**src/rtl/sbp_pkg.sv**
```systemverilog
package sbp_pkg;
    typedef enum logic [2:0] {
        SLOT_IDLE,
        SLOT_WANT,
        SLOT_PEND,
        SLOT_ORPHAN,
        SLOT_READY
    } slot_st_e;
endpackage

```
**src/rtl/sbp_arb.sv**
```systemverilog
module sbp_arb #(
    parameter int N = 2
) (
    input  logic                               clk,
    input  logic                               rst_n,
    input  logic [N-1:0]                       req,
    input  logic                               adv,
    output logic                               any,
    output logic [$clog2(N > 1 ? N : 2)-1:0]   pick
);
    localparam int W = $clog2(N > 1 ? N : 2);

    logic [W-1:0] rr;

    // search from the rotating pointer; the lowest offset wins
    always_comb begin
        any  = 1'b0;
        pick = '0;
        for (int k = N - 1; k >= 0; k--) begin
            if (req[(int'(rr) + k) % N]) begin
                any  = 1'b1;
                pick = W'((int'(rr) + k) % N);
            end
        end
    end

    always_ff @(posedge clk) begin
        if (!rst_n) begin
            rr <= '0;
        end else if (adv) begin
            rr <= W'((int'(pick) + 1) % N);
        end
    end
endmodule

```
**src/rtl/sbp_lru.sv**
```systemverilog
module sbp_lru #(
    parameter int N = 2
) (
    input  logic                               clk,
    input  logic                               rst_n,
    input  logic                               touch,
    input  logic [$clog2(N > 1 ? N : 2)-1:0]   touch_id,
    output logic [$clog2(N > 1 ? N : 2)-1:0]   victim
);
    localparam int W = $clog2(N > 1 ? N : 2);

    logic [W-1:0] age [N];

    always_comb begin
        victim = '0;
        for (int i = 0; i < N; i++) begin
            if (age[i] == W'(N - 1)) victim = W'(i);
        end
    end

    always_ff @(posedge clk) begin
        if (!rst_n) begin
            for (int i = 0; i < N; i++) age[i] <= W'(i);
        end else if (touch) begin
            for (int i = 0; i < N; i++) begin
                if (W'(i) == touch_id)          age[i] <= '0;
                else if (age[i] < age[touch_id]) age[i] <= age[i] + 1'b1;
            end
        end
    end
endmodule

```
**src/rtl/sbp_way.sv**
```systemverilog
module sbp_way
    import sbp_pkg::*;
#(
    parameter int LINE_W = 16,
    parameter int DATA_W = 32,
    parameter int DEPTH  = 4
) (
    input  logic                       clk,
    input  logic                       rst_n,
    input  logic                       acc_valid,
    input  logic [LINE_W-1:0]          acc_line,
    input  logic                       alloc,
    input  logic                       pop,
    input  logic                       grant,
    input  logic                       rsp_valid,
    input  logic [$clog2(DEPTH)-1:0]   rsp_slot,
    input  logic [DATA_W-1:0]          rsp_data,
    output logic                       head_match,
    output logic                       head_ready,
    output logic [DATA_W-1:0]          head_data,
    output logic                       req_valid,
    output logic [LINE_W-1:0]          req_line,
    output logic [$clog2(DEPTH)-1:0]   req_slot
);
    localparam int SLOT_W = $clog2(DEPTH);

    slot_st_e          st    [DEPTH];
    slot_st_e          st_n  [DEPTH];
    logic [LINE_W-1:0] ln    [DEPTH];
    logic [LINE_W-1:0] ln_n  [DEPTH];
    logic [DATA_W-1:0] dt    [DEPTH];
    logic [DATA_W-1:0] dt_n  [DEPTH];
    logic [SLOT_W-1:0] hd;

    assign head_match = acc_valid && (st[hd] != SLOT_IDLE) && (ln[hd] == acc_line);
    assign head_ready = (st[hd] == SLOT_READY);
    assign head_data  = dt[hd];

    // oldest waiting slot, counted from the head
    always_comb begin
        req_valid = 1'b0;
        req_slot  = hd;
        for (int k = DEPTH - 1; k >= 0; k--) begin
            if (st[hd + SLOT_W'(k)] == SLOT_WANT) begin
                req_valid = 1'b1;
                req_slot  = hd + SLOT_W'(k);
            end
        end
        req_line = ln[req_slot];
    end

    always_comb begin
        for (int s = 0; s < DEPTH; s++) begin
            st_n[s] = st[s];
            ln_n[s] = ln[s];
            dt_n[s] = dt[s];
            if (alloc) begin
                ln_n[s] = acc_line + LINE_W'(s);
                if (((st[s] == SLOT_PEND) || (st[s] == SLOT_ORPHAN) ||
                     (grant && req_slot == SLOT_W'(s))) &&
                    !(rsp_valid && rsp_slot == SLOT_W'(s)))
                    st_n[s] = SLOT_ORPHAN;
                else
                    st_n[s] = SLOT_WANT;
            end else if (pop && hd == SLOT_W'(s)) begin
                ln_n[s] = ln[s] + LINE_W'(DEPTH);
                st_n[s] = SLOT_WANT;
            end else begin
                unique case (st[s])
                    SLOT_WANT:   if (grant && req_slot == SLOT_W'(s)) st_n[s] = SLOT_PEND;
                    SLOT_PEND:   if (rsp_valid && rsp_slot == SLOT_W'(s)) begin
                                     st_n[s] = SLOT_READY;
                                     dt_n[s] = rsp_data;
                                 end
                    SLOT_ORPHAN: if (rsp_valid && rsp_slot == SLOT_W'(s)) st_n[s] = SLOT_WANT;
                    default:     ;
                endcase
            end
        end
    end

    always_ff @(posedge clk) begin
        if (!rst_n) begin
            hd <= '0;
            for (int s = 0; s < DEPTH; s++) begin
                st[s] <= SLOT_IDLE;
                ln[s] <= '0;
                dt[s] <= '0;
            end
        end else begin
            if (alloc)    hd <= '0;
            else if (pop) hd <= hd + 1'b1;
            for (int s = 0; s < DEPTH; s++) begin
                st[s] <= st_n[s];
                ln[s] <= ln_n[s];
                dt[s] <= dt_n[s];
            end
        end
    end


    pop_ready_chk: assert property (@(posedge clk) disable iff (!rst_n)
        pop |-> (head_ready && head_match));
endmodule

```
**src/rtl/stream_prefetch.sv**
```systemverilog
module stream_prefetch #(
    parameter int NUM_BUF = 2,
    parameter int DEPTH   = 4,
    parameter int LINE_W  = 16,
    parameter int DATA_W  = 32
) (
    input  logic                                                    clk,
    input  logic                                                    rst_n,
    input  logic                                                    acc_valid,
    input  logic [LINE_W-1:0]                                       acc_line,
    input  logic                                                    l1_miss,
    output logic                                                    sb_hit,
    output logic                                                    sb_stall,
    output logic [DATA_W-1:0]                                       sb_data,
    output logic                                                    mem_req_valid,
    input  logic                                                    mem_req_ready,
    output logic [LINE_W-1:0]                                       mem_req_line,
    output logic [$clog2(NUM_BUF > 1 ? NUM_BUF : 2)+$clog2(DEPTH)-1:0] mem_req_tag,
    input  logic                                                    mem_rsp_valid,
    input  logic [$clog2(NUM_BUF > 1 ? NUM_BUF : 2)+$clog2(DEPTH)-1:0] mem_rsp_tag,
    input  logic [DATA_W-1:0]                                       mem_rsp_data
);
    localparam int BUF_W  = $clog2(NUM_BUF > 1 ? NUM_BUF : 2);
    localparam int SLOT_W = $clog2(DEPTH);
    localparam int TAG_W  = BUF_W + SLOT_W;

    logic [NUM_BUF-1:0] w_match, w_ready, w_req, w_alloc, w_pop, w_grant, w_rsp;
    logic [DATA_W-1:0]  w_data [NUM_BUF];
    logic [LINE_W-1:0]  w_line [NUM_BUF];
    logic [SLOT_W-1:0]  w_slot [NUM_BUF];

    logic             any_match, alloc_en, arb_any;
    logic [BUF_W-1:0] sel, victim, pick;

    always_comb begin
        any_match = 1'b0;
        sel       = '0;
        for (int i = NUM_BUF - 1; i >= 0; i--) begin
            if (w_match[i]) begin
                any_match = 1'b1;
                sel       = BUF_W'(i);
            end
        end
    end

    assign sb_hit   = any_match && w_ready[sel];
    assign sb_stall = any_match && !w_ready[sel];
    assign sb_data  = w_data[sel];
    assign alloc_en = acc_valid && l1_miss && !any_match;

    assign mem_req_valid = arb_any;
    assign mem_req_line  = w_line[pick];
    assign mem_req_tag   = TAG_W'({pick, w_slot[pick]});

    for (genvar i = 0; i < NUM_BUF; i++) begin : g_buf
        assign w_alloc[i] = alloc_en && (victim == BUF_W'(i));
        assign w_pop[i]   = sb_hit && (sel == BUF_W'(i));
        assign w_grant[i] = arb_any && mem_req_ready && (pick == BUF_W'(i));
        assign w_rsp[i]   = mem_rsp_valid && (mem_rsp_tag[TAG_W-1:SLOT_W] == BUF_W'(i));

        sbp_way #(.LINE_W(LINE_W), .DATA_W(DATA_W), .DEPTH(DEPTH)) u_way (
            .clk        (clk),
            .rst_n      (rst_n),
            .acc_valid  (acc_valid),
            .acc_line   (acc_line),
            .alloc      (w_alloc[i]),
            .pop        (w_pop[i]),
            .grant      (w_grant[i]),
            .rsp_valid  (w_rsp[i]),
            .rsp_slot   (mem_rsp_tag[SLOT_W-1:0]),
            .rsp_data   (mem_rsp_data),
            .head_match (w_match[i]),
            .head_ready (w_ready[i]),
            .head_data  (w_data[i]),
            .req_valid  (w_req[i]),
            .req_line   (w_line[i]),
            .req_slot   (w_slot[i])
        );
    end

    sbp_lru #(.N(NUM_BUF)) u_lru (
        .clk      (clk),
        .rst_n    (rst_n),
        .touch    (alloc_en || sb_hit),
        .touch_id (alloc_en ? victim : sel),
        .victim   (victim)
    );

    sbp_arb #(.N(NUM_BUF)) u_arb (
        .clk   (clk),
        .rst_n (rst_n),
        .req   (w_req),
        .adv   (arb_any && mem_req_ready),
        .any   (arb_any),
        .pick  (pick)
    );


    hit_stall_excl_chk: assert property (@(posedge clk) disable iff (!rst_n)
        !(sb_hit && sb_stall));


    req_hold_chk: assert property (@(posedge clk) disable iff (!rst_n)
        (mem_req_valid && !mem_req_ready) |=> mem_req_valid);


    no_acc_quiet_chk: assert property (@(posedge clk) disable iff (!rst_n)
        !acc_valid |-> (!sb_hit && !sb_stall));
endmodule

```
**config.mk**
```make
export PLATFORM = sky130hd
export DESIGN_NAME = stream_prefetch
export DESIGN_NICKNAME = d
export VERILOG_FILES = /design/src/rtl/sbp_pkg.sv /design/src/rtl/sbp_arb.sv /design/src/rtl/sbp_lru.sv /design/src/rtl/sbp_way.sv /design/src/rtl/stream_prefetch.sv
export SDC_FILE = /design/constraint.sdc
export NUM_CORES = 1
export LEC_CHECK = 0
export BUFFER_PORTS_ARGS = -buffer_cell sky130_fd_sc_hd__clkbuf_2
export CAP_MARGIN = 20
export CORE_AREA = 3 3 310 159
export CTS_BUF_LIST = sky130_fd_sc_hd__clkbuf_2
export CTS_CLUSTER_SIZE = 10
export DETAILED_ROUTE_END_ITERATION = 7
export DIE_AREA = 0 0 313 162
export HOLD_SLACK_MARGIN = 0.12
export PLACE_DENSITY = 0.68
export SLEW_MARGIN = 0
export SYNTH_ARGS = -nofsm -noshare
export SYNTH_HDL_FRONTEND = slang
export SYNTH_SLANG_ARGS = --single-unit
```
**constraint.sdc**
```tcl
create_clock -name clk -period 11.25 [get_ports clk]
set_input_delay 0.5625 -clock clk [delete_from_list [all_inputs] [get_ports clk]]
set_output_delay 0.5625 -clock clk [all_outputs]
set_load 0.005 [all_outputs]
```
==> impl_metrics.json <==
{
  "ir_drop_mv": 0.0633,
  "ctsLongestPathBuffers": 3,
  "hold_class": "primary input to flop",
  "clock_latency_ns": 1.09,
  "dieHeight_um": 162,
  "pin_count": 111,
  "ys_ff_latch": 415,
  "routedWlPerCell_um": 22.4,
  "yosys_most_used_dff": "edfxtp_1",
  "crit_chain": "buf_4 -> mux4_2 -> nor3b_1 -> a21o_1 -> o21ai_2 -> buf_4 -> inv_1 -> nand2_1 -> nand2_1 -> clkbuf_2",
  "critPathLaunchType": "flop",
  "cpPeakStageDelay_ns": 0.75,
  "syn-num-nets": 2299,
  "hpwl_um": 45200,
  "hold_start": "mem_req_ready",
  "hold_depth": 3,
  "coreArea_um2": 46700,
  "fin_nets": 2448,
  "num_rows": 56,
  "slew_headroom_pct": 26.5,
  "cp_data_required_time_ns": 10.69,
  "drv_slew": 0,
  "ys_types": 78,
  "rsz0062_at_grt": "no",
  "n_fill_cell": 4151,
  "powerDensity_nw_per_um2": 118,
  "grt_overflow_total": 0,
  "finalNonFillerCells": 3085,
  "cts-root-buf": "clkbuf_2",
  "finalCoreUtilization_pct": 55.7,
  "ys_async_sr_fraction_pct": 0,
  "drive_above_1_share_pct": 19.9,
  "synthCells": 2222,
  "port_buffers": 110,
  "syn_to_final_growth_pct": 11.1,
  "grt_max_degree": 76,
  "fin_crit_ns": 6.34,
  "antenna_found_initial": 1,
  "yosys_warnings": 0,
  "drc": 0,
  "path_clk_slew_ns": 0.11,
  "cts-buffers-inserted": 97,
  "cp-end-kind": "output port",
  "whs_ns": 0.361,
  "clock_sinks": 415,
  "setup_violations": 0,
  "grt_pass1_vias": 18100,
  "start_util_pct": 50.1,
  "avgSynthCellArea_um2": 10.5,
  "cp_slowest_cell": "dfxtp_2",
  "cts_max_level": 3,
  "skew_ns": 0.0860,
  "synth_area_um2": 23400,
  "grt_pass1_wl_um": 107000,
  "viasPerCell": 5.96,
  "synth_seq_area_share_pct": 46.6,
  "synth_edf_count": 258,
  "cts_tree": "done",
  "critPathKind": "flop to output port",
  "fin_crit_sh_pct": 56.4,
  "worstPathMaxFanout": 34,
  "dieArea_um2": 50700,
  "dr.pass1.iters": 6,
  "hold_viol_final": 0,
  "synth_area_leaders": "edfxtp_1 33%, dfxtp_1 13%, mux4_2 12%, and2_1 7.0%, nand2_1 5.3%",
  "yosysMostFrequentCell": "nand2_1",
  "dr_total_vias": 18400,
  "yosysTopAreaCellShare_pct": 33.1,
  "crit_arrival_ns": 5.78,
  "grtUsageTotal_pct": 27.2,
  "synth_commonest_cells": "329 x nand2_1, 263 x and2_1, 258 x edfxtp_1",
  "outcome": "finished clean",
  "worst_pin_slew_ns": 1.10,
  "die_x_um": 313,
  "cellLeakagePower_nw": 9.62,
  "synth_area_leader_cell": "edfxtp_1",
  "gp_congestion": 0.933,
  "maxCapViolations": 0,
  "dp_cells": 2852,
  "fmax_mhz": 158,
  "final_antenna_net_count": 0,
  "finalSetupTns_ns": 0,
  "rr_worst_depth": 11,
  "drt_iter0_drc": 1874,
  "wl_um": 69000
}
worst max-delay path: cells and delay by family (launching register included):
| kind | cells | cell delay (ns) |
|---|---|---|
| and+or+nand+nor | 3 | 1.23 |
| muxes | 1 | 0.62 |
| AOI/OAI and AO/OA | 2 | 0.37 |
| buffers and inverters | 4 | 1.70 |
| DFF | 1 | 0.75 |
per-layer routing:
layer,vias to the layer above,global-route usage [%],share of wire [%]
li1,8389,-,-
met1,8969,36.3,41
met2,857,43.8,47
met3,186,4.93,7.8
met4,0,12.0,4.0
met5,-,0,0
report_power, final:
group          switching, mW  leakage, nW  internal (mW)
clock                  0.641        0.713          0.413
combinational          0.198         4.97          0.123
sequential            0.0412         3.94           1.66
path summary, 6_finish.rpt:
check	endpoint	slack, ns
worst max register to register	g_buf[1].u_way.st[1][1]	5.92
worst min-delay path	u_arb.rr	0.36
worst max-delay path	mem_req_line[5]	4.91
worst min register to register	g_buf[0].u_way.ln[1][0]	0.48
cell families after synthesis:
family	after synthesis	share of synthesized area, %
and+or+nand+nor	986	21.8
DFF	415	46.6
AOI/OAI and AO/OA	307	7.92
buffers and inverters	184	3.38
muxes	156	13.5
xor gates and xnor gates	154	5.77
adders and majority gates	20	1.07
cell usage in the layout, fill, tap and decap left out, drive strengths merged, types with 85 or more instances in the layout:
master,synthesis,routed
nand2,329,329
and2,263,263
clkbuf,93,263
edfxtp,258,258
dfxtp,157,157
mux4,127,127
a21oi,116,116
nor2,104,104
xnor2,97,97
o21ai,85,85
repair_timing:
item | in CTS | in global routing
gates resized for setup | 0 | 0
buffers inserted | 0 | 0
endpoints found under the setup margin | 0 | 0
endpoints found under the hold margin | 351 | 0
hold buffers | 57 | 0
state kept, by name, indices dropped and copies added (netlist names), named ones only:
| register | cells |
|---|---|
| g_buf.u_way.hd | 4 |
| u_arb.rr | 1 |
| u_lru.age | 2 |
| g_buf.u_way.ln | 124 |
| g_buf.u_way.st | 24 |
| g_buf.u_way.dt | 256 |
final cells by class:
type / instances / area (µm²) / area share, %
Antenna cell: 1 / 2.50 / 0.00963
Clock buffer: 154 / 771 / 2.97
Clock inverter: 20 / 160 / 0.617
Inverter: 34 / 128 / 0.491
Multi-Input combinational cell: 1623 / 11800 / 45.6
Sequential cell: 415 / 10900 / 42.0
Tap cell: 638 / 798 / 3.07
Timing Repair Buffer: 200 / 1380 / 5.31
per-stage QoR:
| step | setup slack [ns] | cell area (µm²) | total power, mW |
|---|---|---|---|
| 6_report | 4.91 | 26000 | 3.08 |
| 5_1_grt | 4.52 | 26000 | 3.21 |
| 4_1_cts | 4.87 | 26000 | 3.09 |
| 3_5_place_dp | 5.99 | 24500 | 2.04 |
| 3_3_place_gp | 6.08 | 24500 | 2.03 |
| 2_1_floorplan | 5.53 | 23400 | 1.91 |
Power figures use the tool's default switching activity.
